File: src/rtl/pgs_pkg.sv
package pgs_pkg;

    typedef enum logic [1:0] {
        ST_ON       = 2'd0,
        ST_GOING_DN = 2'd1,
        ST_OFF      = 2'd2,
        ST_GOING_UP = 2'd3
    } dom_stat_e;

    typedef enum logic [2:0] {
        E_IDLE,
        E_GAP,
        E_SAVE,
        E_ISO,
        E_OFF,
        E_ON,
        E_REST,
        E_FAULT
    } eng_state_e;

    typedef enum logic [2:0] {
        C_NONE,
        C_ISO_ON,
        C_SW_OFF,
        C_DONE_DN,
        C_SW_ON,
        C_DONE_UP,
        C_ERR
    } dom_cmd_e;

    // lowest set bit of a vector (0 when empty)
    function automatic int unsigned lowest_idx(input logic [31:0] v);
        int unsigned r;
        r = 0;
        for (int i = 31; i >= 0; i--) begin
            if (v[i]) r = i;
        end
        return r;
    endfunction

    // highest set bit of a vector (0 when empty)
    function automatic int unsigned highest_idx(input logic [31:0] v);
        int unsigned r;
        r = 0;
        for (int i = 0; i < 32; i++) begin
            if (v[i]) r = i;
        end
        return r;
    endfunction

endpackage

File: src/rtl/pgs_dom_ctl.sv
module pgs_dom_ctl
    import pgs_pkg::*;
#(
    parameter bit IS_AON = 1'b0
) (
    input  logic      clk,
    input  logic      rst,
    input  logic      req_dn,
    input  logic      req_up,
    input  logic      fault,
    input  logic      sel,
    input  dom_cmd_e  cmd,
    output dom_stat_e status,
    output logic      iso,
    output logic      sw,
    output logic      err
);

    always_ff @(posedge clk) begin
        if (rst) begin
            status <= ST_ON;
            iso    <= 1'b0;
            sw     <= 1'b1;
            err    <= 1'b0;
        end else begin
            // request acceptance only from a stable state
            if (!IS_AON && !fault) begin
                if (status == ST_ON && req_dn)
                    status <= ST_GOING_DN;
                else if (status == ST_OFF && req_up)
                    status <= ST_GOING_UP;
            end
            if (sel) begin
                case (cmd)
                    C_ISO_ON:  iso <= 1'b1;
                    C_SW_OFF:  sw  <= 1'b0;
                    C_DONE_DN: status <= ST_OFF;
                    C_SW_ON:   sw  <= 1'b1;
                    C_DONE_UP: begin
                        iso    <= 1'b0;
                        status <= ST_ON;
                    end
                    C_ERR:     err <= 1'b1;
                    default:   ;
                endcase
            end
        end
    end

endmodule

File: src/rtl/pgs_engine.sv
module pgs_engine
    import pgs_pkg::*;
#(
    parameter int N_DOM   = 4,
    parameter int STAGGER = 4,
    parameter int TIMEOUT = 16,
    localparam int IW = (N_DOM > 1) ? $clog2(N_DOM) : 1,
    localparam int GW = $clog2(STAGGER + 2),
    localparam int TW = $clog2(TIMEOUT + 2)
) (
    input  logic             clk,
    input  logic             rst,
    input  logic [N_DOM-1:0] ack,
    input  logic [N_DOM-1:0] pend_dn,
    input  logic [N_DOM-1:0] pend_up,
    output dom_cmd_e         cmd,
    output logic [IW-1:0]    cmd_idx,
    output logic [N_DOM-1:0] save_vec,
    output logic [N_DOM-1:0] rest_vec,
    output logic             fault
);

    eng_state_e    state, nstate;
    logic [IW-1:0] cur;
    logic [GW-1:0] gap_cnt;
    logic [TW-1:0] wait_cnt;
    logic          tmo;
    logic          cur_ack;

    always_comb begin
        cur_ack = 1'b0;
        for (int i = 0; i < N_DOM; i++) begin
            if (cur == IW'(i)) cur_ack = ack[i];
        end
    end

    assign tmo = (wait_cnt == TW'(TIMEOUT - 1));

    always_comb begin
        nstate  = state;
        cmd     = C_NONE;
        cmd_idx = cur;
        case (state)
            E_IDLE: begin
                if (|pend_dn) begin
                    nstate  = E_SAVE;
                    cmd_idx = IW'(lowest_idx(32'(pend_dn)));
                end else if (|pend_up) begin
                    nstate  = E_ON;
                    cmd     = C_SW_ON;
                    cmd_idx = IW'(highest_idx(32'(pend_up)));
                end
            end
            E_GAP:  if (gap_cnt == '0) nstate = E_IDLE;
            E_SAVE: begin
                cmd    = C_ISO_ON;
                nstate = E_ISO;
            end
            E_ISO: begin
                cmd    = C_SW_OFF;
                nstate = E_OFF;
            end
            E_OFF: begin
                if (!cur_ack) begin
                    cmd    = C_DONE_DN;
                    nstate = E_GAP;
                end else if (tmo) begin
                    cmd    = C_ERR;
                    nstate = E_FAULT;
                end
            end
            E_ON: begin
                if (cur_ack) begin
                    nstate = E_REST;
                end else if (tmo) begin
                    cmd    = C_ERR;
                    nstate = E_FAULT;
                end
            end
            E_REST: begin
                cmd    = C_DONE_UP;
                nstate = E_GAP;
            end
            default: nstate = E_FAULT;
        endcase
    end

    always_ff @(posedge clk) begin
        if (rst) begin
            state    <= E_IDLE;
            cur      <= '0;
            gap_cnt  <= '0;
            wait_cnt <= '0;
        end else begin
            state <= nstate;
            cur   <= cmd_idx;
            if (nstate != state)
                wait_cnt <= '0;
            else if (state == E_OFF || state == E_ON)
                wait_cnt <= wait_cnt + 1'b1;
            if (nstate == E_GAP && state != E_GAP)
                gap_cnt <= GW'(STAGGER);
            else if (state == E_GAP && gap_cnt != '0)
                gap_cnt <= gap_cnt - 1'b1;
        end
    end

    always_comb begin
        for (int i = 0; i < N_DOM; i++) begin
            save_vec[i] = (state == E_SAVE) && (cur == IW'(i));
            rest_vec[i] = (state == E_REST) && (cur == IW'(i));
        end
    end

    assign fault = (state == E_FAULT);

endmodule

File: src/rtl/pgs_top.sv
module pgs_top
    import pgs_pkg::*;
#(
    parameter int               N_DOM    = 4,
    parameter int               STAGGER  = 4,
    parameter int               TIMEOUT  = 16,
    parameter logic [N_DOM-1:0] AON_MASK = 4'b1000,
    localparam int IW = (N_DOM > 1) ? $clog2(N_DOM) : 1
) (
    input  logic               clk,
    input  logic               rst,
    input  logic [N_DOM-1:0]   req_dn,
    input  logic [N_DOM-1:0]   req_up,
    input  logic [N_DOM-1:0]   pwr_ack,
    output logic [N_DOM-1:0]   ret_save,
    output logic [N_DOM-1:0]   iso_en,
    output logic [N_DOM-1:0]   sw_en,
    output logic [N_DOM-1:0]   restore,
    output logic [2*N_DOM-1:0] dom_status,
    output logic [N_DOM-1:0]   dom_err,
    output logic               fault
);

    dom_cmd_e         cmd;
    logic [IW-1:0]    cmd_idx;
    logic [N_DOM-1:0] pend_dn, pend_up;
    dom_stat_e        st [N_DOM];

    pgs_engine #(
        .N_DOM  (N_DOM),
        .STAGGER(STAGGER),
        .TIMEOUT(TIMEOUT)
    ) u_engine (
        .clk     (clk),
        .rst     (rst),
        .ack     (pwr_ack),
        .pend_dn (pend_dn),
        .pend_up (pend_up),
        .cmd     (cmd),
        .cmd_idx (cmd_idx),
        .save_vec(ret_save),
        .rest_vec(restore),
        .fault   (fault)
    );

    for (genvar g = 0; g < N_DOM; g++) begin : g_dom
        pgs_dom_ctl #(
            .IS_AON(AON_MASK[g])
        ) u_dom (
            .clk   (clk),
            .rst   (rst),
            .req_dn(req_dn[g]),
            .req_up(req_up[g]),
            .fault (fault),
            .sel   (cmd_idx == IW'(g)),
            .cmd   (cmd),
            .status(st[g]),
            .iso   (iso_en[g]),
            .sw    (sw_en[g]),
            .err   (dom_err[g])
        );
        assign pend_dn[g]          = (st[g] == ST_GOING_DN);
        assign pend_up[g]          = (st[g] == ST_GOING_UP);
        assign dom_status[2*g +: 2] = st[g];
    end

endmodule

File: config.mk
export PLATFORM = sky130hd
export DESIGN_NAME = pgs_top
export DESIGN_NICKNAME = d
export VERILOG_FILES = /design/src/rtl/pgs_pkg.sv /design/src/rtl/pgs_dom_ctl.sv /design/src/rtl/pgs_engine.sv /design/src/rtl/pgs_top.sv
export SDC_FILE = /design/constraint.sdc
export NUM_CORES = 1
export LEC_CHECK = 0
export BUFFER_PORTS_ARGS = -buffer_cell sky130_fd_sc_hd__buf_2
export CELL_PAD_IN_SITES_DETAIL_PLACEMENT = 0
export CELL_PAD_IN_SITES_GLOBAL_PLACEMENT = 1
export CORE_MARGIN = 1.5
export CORE_UTILIZATION = 42
export CTS_CLUSTER_DIAMETER = 80
export DETAILED_ROUTE_END_ITERATION = 16
export MAX_ROUTING_LAYER = met4
export PLACE_DENSITY_LB_ADDON = 0.05
export REMOVE_ABC_BUFFERS = 1
export SLEW_MARGIN = 20
export SYNTH_ARGS = -nofsm -noshare
export SYNTH_HDL_FRONTEND = slang
export SYNTH_SLANG_ARGS = --single-unit
File: constraint.sdc
create_clock -name clk -period 3.3 [get_ports clk]
set_input_delay 0.99 -clock clk [delete_from_list [all_inputs] [get_ports clk]]
set_output_delay 0.99 -clock clk [all_outputs]
set_load 0.02 [all_outputs]
==> flow_summary.yaml, run 1 <==
run_status:
  outcome: "completed"
die:
  fp.dieW_um: 69.0
  die_h_um: 69.0
  core_mm2: 0.00409
  initial_utilization_pct: 44.7
  dieArea_mm2: 0.00475
  rows: 23
  io_pins: 43
sta:
  setup-violations-final: 0
  final-hold-violation-count: 0
  period_needed_ns: 2.71
  setup_slack_ns: 0.594
  worstMarginPinSlew_ns: 0.558
  period_share_pct: 82.0
  max_freq_mhz: 369
  relSlewSlack_pct: 62.8
  tns_ns: 0
  finClkSkew_ns: 0.00566
  rsz0062_at_grt: "false"
  slew_viol_final: 0
placed_design:
  dp_slack_ns: 0.829
  gp_congestion: 0.787
  post-dp-hpwl_um: 3110
  io_buffers: 39
synth:
  synth_edf_count: 0
  netlist.area_leader.share_pct: 35.1
  synthCells: 217
  synth-seq-cells: 32
  synthDistinctLibCells: 47
  synth_area_mm2: 0.00183
  avgSynthCellArea_um2: 8.42
  synth_warnings: 0
  yosysSeqAreaShare_pct: 35.1
  async_flop_share_pct: 0
  synth_top_cells_by_count: "dfxtp_1, nor2_1, nand2_1"
  synth_top_area_cell: "dfxtp_1"
  synth.most_common_cell: "dfxtp_1"
  synth.area.top_cells: "dfxtp_1, a21oi_1, buf_4"
  yosys_most_used_dff: "dfxtp_1"
clocking:
  cts.path.max_buffers: 2
  h-tree-depth: 2
  cts_tree: "done"
  cts_buffers: 5
  cts_sinks: 32
  clockRootBuffer: "clkbuf_8"
  post-cts-setup-buffers: 0
  worstSkewPairLatency_ns: 0.29
  cts_resized: 0
  postCtsHoldBufs: 0
  clk_pin_slew_ns: 0.06
global_route:
  grt_use_met2_pct: 32.6
  track_usage_pct: 20.9
  use_met3_pct: 6.33
  grt_pass1_vias: 1479
  top_usage_layer: "met2"
  grtUsageMet1_pct: 25.8
  grt_max_degree: 31
  grt_pass1_wl_um: 7040
  overflow: 0
  antenna_found_initial: 0
worst_setup_path:
  cp_data_required_time_ns: 2.31
  reg2regPathDepth: 6
  crit_end: "restore[2]"
  end_kind: "output port"
  crit_start: "u_engine.state[0]"
  crit_arrival_ns: 1.72
  critical_path_class: "reg2out"
  reg2reg_slack_ns: 1.27
  reg2reg_to: "u_engine.wait_cnt[4]"
  r2r_start: "u_engine.cur[1]"
  startpoint_type: "flip-flop"
  worst-path-max-fanout: 6
pwr:
  p_clk_share_pct: 21.7
  p_int_mw: 0.844
  pwr_density_cell_mw_per_mm2: 691
  power_frac_seq_pct: 34.7
  p_leak_nw: 0.858
  swShare_pct: 40.6
  p_comb_share_pct: 43.6
  netSwitchingPower_mw: 0.577
  vdd_drop_max_v: 0.000257
  total_power_mw: 1.42
detailed_routing:
  ant_nets: 0
  drc_errors: 0
  vias: 1560
  avgViaCountPerCell: 5.31
  first_pass_iters: 4
  wl_um: 4340
  drt_iter0_drc: 76
  routedWlPerCell_um: 14.8
final_layout:
  diodes: 0
  area_delta_synth_final_pct: 12.6
  layout-drive-gt1-share_pct: 27.9
  num-nets-final: 261
min_path:
  hp-class: "reg2reg"
flow_run:
  drv_cap: 0
placed cells by master, fill, tap and decap left out, types with 3 or more instances in the layout:
cell type  count
buf_2         39
a21oi_1       20
nor3b_1        5
ha_1           4
xnor2_1        4
a21o_1         3
clkbuf_8       6
nand2_1       23
and3_1         3
inv_1          7
mux2_2         3
nor3_1        11
dfxtp_1       32
a221o_1        3
nor2_1        25
nand3_1        4
nor2b_1        3
a211oi_1       3
nand2b_1       7
buf_4          4
state kept, by name, summed over array words and instances (netlist names):
register            cells
g_dom.u_dom.status      7
u_engine.wait_cnt       5
g_dom.u_dom.err         4
g_dom.u_dom.iso         4
g_dom.u_dom.sw          4
u_engine.gap_cnt        3
u_engine.state          3
u_engine.cur            2
cells by family after synthesis:
| kind of cell | after synthesis | synth area share (%) |
|---|---|---|
| xor+xnor | 6 | 2.88 |
| other cells | 1 | 0.205 |
| fa+ha+maj | 4 | 2.74 |
| flops | 32 | 35.1 |
| simple gates | 94 | 26.9 |
| buf+inv | 31 | 9.66 |
| mux | 7 | 5.96 |
| compound gates | 42 | 16.6 |
area by class of cell:
| type | instances | area [um^2] |
|---|---|---|
| Fill cell | 405 | 2030 |
| Multi-Input combinational cell | 154 | 1010 |
| Sequential cell | 32 | 641 |
| Timing Repair Buffer | 43 | 225 |
| Clock buffer | 6 | 82.6 |
| Tap cell | 50 | 62.6 |
| Inverter | 7 | 26.3 |
| Clock inverter | 2 | 10.0 |
stage by stage:
step | util (%) | instances | hold slack, ns | area (um^2)
floorplan | - | 193 | 0.477 | 1680
global route | 50.3 | 294 | 0.494 | 2060
finish | 50.3 | 294 | 0.451 | 2060
CTS | 50.3 | 294 | 0.452 | 2060
detailed placement | 48.1 | 286 | 0.436 | 1960
global placement | 48.1 | 286 | 0.433 | 1960
metal layers:
metal,share of wire (%),vias up
li1,-,787
met5,0,-
met4,1.1,0
met1,47,733
met3,5.0,5
met2,47,35
worst min-delay path by stage:
stage | startpoint | slack [ns] | to | cells past startpoint
finish | g_dom[3].u_dom.sw | 0.45 | g_dom[3].u_dom.sw | 1
global route | g_dom[3].u_dom.sw | 0.49 | g_dom[3].u_dom.sw | 1
CTS | g_dom[3].u_dom.sw | 0.45 | g_dom[3].u_dom.sw | 1
detailed placement | g_dom[3].u_dom.sw | 0.44 | g_dom[3].u_dom.sw | 1
global placement | g_dom[3].u_dom.sw | 0.43 | g_dom[3].u_dom.sw | 1
floorplan | u_engine.gap_cnt[1] | 0.48 | u_engine.gap_cnt[1] | 2
critical path, cell delays in order, from the launching register on:
cell and delay, ns:
dfxtp_1 0.31, and2b_1 0.33, nand2_1 0.16, nor3b_1 0.39, buf_2 0.24
power by group through the flow:
stage,clock network (mW),registers [mW],logic [mW]
6_report,0.309,0.493,0.619
5_1_grt,0.335,0.498,0.675
4_1_cts,0.317,0.492,0.622
3_5_place_dp,0,0.500,0.618
3_3_place_gp,0,0.498,0.598
2_1_floorplan,0,0.556,0.381
No activity file was read; power rests on OpenSTA's default activity.
==> run 2: changes to the inputs <==
CORE_UTILIZATION = 39   (was 42)
clock period = 2.8 ns   (was 3.3 ns; I/O delays follow)
==> flow_summary.yaml, run 2 (synthesis gave the netlist of run 1 again) <==
clocking:
  cts_tree: "done"
  cts_sinks: 32
  clockRootBuffer: "clkbuf_8"
  clk_pin_slew_ns: 0.07
  cts_resized: 0
  worstSkewPairLatency_ns: 0.28
  cts.path.max_buffers: 2
  h-tree-depth: 2
  post-cts-setup-buffers: 0
  cts_buffers: 5
  postCtsHoldBufs: 0
pwr:
  pwr_density_cell_mw_per_mm2: 856
  p_leak_nw: 0.872
  vdd_drop_max_v: 0.000388
  total_power_mw: 1.79
detailed_routing:
  drc_errors: 2
  drt_iter0_drc: 71
  first_pass_iters: 10
  wl_um: 4330
  avgViaCountPerCell: 5.27
  routedWlPerCell_um: 14.6
  vias: 1561
  ant_nets: 0
run_status:
  outcome: "finished, violations left"
  violations: "DRC"
placed_design:
  gp_congestion: 0.795
  dpl.cell_count: 288
  io_buffers: 39
  dp_slack_ns: 0.514
  post-dp-hpwl_um: 3100
die:
  rows: 24
  io_pins: 43
  dieArea_mm2: 0.00510
  initial_utilization_pct: 41.1
  die_h_um: 71.4
  core_mm2: 0.00444
  fp.dieW_um: 71.4
global_route:
  grt_pass1_vias: 1498
  grt_max_degree: 31
  track_usage_pct: 18.8
  antenna_found_initial: 0
  grt_pass1_wl_um: 7250
  overflow: 0
sta:
  final-hold-violation-count: 0
  worstMarginPinSlew_ns: 0.564
  rsz0062_at_grt: "false"
  slew_viol_final: 0
  period_share_pct: 91.1
  max_freq_mhz: 392
  finClkSkew_ns: 0.00761
  setup-violations-final: 0
  tns_ns: 0
  hold_slack_ns: 0.454
  period_needed_ns: 2.55
  relSlewSlack_pct: 62.4
  setup_slack_ns: 0.249
final_layout:
  nFillCells: 455
  fin_cells: 296
  diodes: 0
  largest_register: "g_dom.u_dom.status"
  final_cell_mix: "buf_2, dfxtp_1, nor2_1"
  num-nets-final: 261
  top_regs: "g_dom.u_dom.status x7, u_engine.wait_cnt x5"
  final_common_cell: "buf_2"
  largest_reg_flops: 7
  regArea_um2: 641
  multi_input_area_mm2: 0.00101
  area_delta_synth_final_pct: 14.6
  layout-drive-gt1-share_pct: 27.9
worst_setup_path:
  r2r_start: "u_engine.wait_cnt[0]"
  worst-path-max-fanout: 6
  reg2reg_to: "u_engine.wait_cnt[4]"
  end_kind: "output port"
  crit_arrival_ns: 1.71
  reg2reg_slack_ns: 0.77
  reg2regPathDepth: 9
  cp_data_required_time_ns: 1.96
  critical_path_class: "reg2out"
  startpoint_type: "flip-flop"
min_path:
  holdPathEnd: "g_dom[3].u_dom.sw"
  hp-class: "reg2reg"
  hold_depth: 1
  hold_start: "g_dom[3].u_dom.sw"
flow_run:
  drv_cap: 0
## run 2: power by group
part / switching (mW) / internal (mW) / leakage, nW
clock network: 0.174 / 0.314 / 0.0645
registers: 0.0675 / 0.514 / 0.260
logic: 0.438 / 0.285 / 0.547
## run 2: metal layers
metal / GRT usage [%] / up-vias / wire (um) / part of all wire, %
met5: - / - / 0 / 0
met3: 4.78 / 6 / 187 / 4.3
met4: 5.77 / 0 / 59 / 1.4
met2: 28.9 / 36 / 1960 / 45
li1: - / 790 / - / -
met1: 24.5 / 729 / 2120 / 49
## run 2: cell type report
cell class / count / area share [%]
multi-input combinational: 154 / 48.2
sequential: 32 / 30.6
timing repair buffer: 43 / 10.8
clock buffer: 7 / 4.60
tap: 52 / 3.11
clock inverter: 1 / 1.43
inverter: 7 / 1.26
## run 2: critical path: stages (launching register included)
cell	delay [ns]
dfxtp_1	0.32
and2b_1	0.32
nand2_1	0.15
nor3b_1	0.39
buf_2	0.24
## run 2: worst max-delay path by stage
| stage | startpoint | to | slack (ns) | cells past startpoint |
|---|---|---|---|---|
| after CTS | u_engine.state[0] | restore[2] | 0.24 | 4 |
| after global routing | u_engine.state[0] | restore[2] | 0.13 | 4 |
| after floorplan | u_engine.state[1] | restore[0] | 0.34 | 3 |
| after detailed placement | pwr_ack[0] | u_engine.wait_cnt[4] | 0.51 | 7 |
| after global placement | pwr_ack[0] | u_engine.wait_cnt[4] | 0.54 | 7 |
| final | u_engine.state[0] | restore[2] | 0.25 | 4 |
## run 2: metrics by stage
step           util, %  instance area [um^2]
2_1_floorplan        -                  1680
3_3_place_gp      44.3                  1970
3_5_place_dp      44.3                  1970
4_1_cts           47.1                  2090
5_1_grt           47.1                  2090
6_report          47.1                  2090
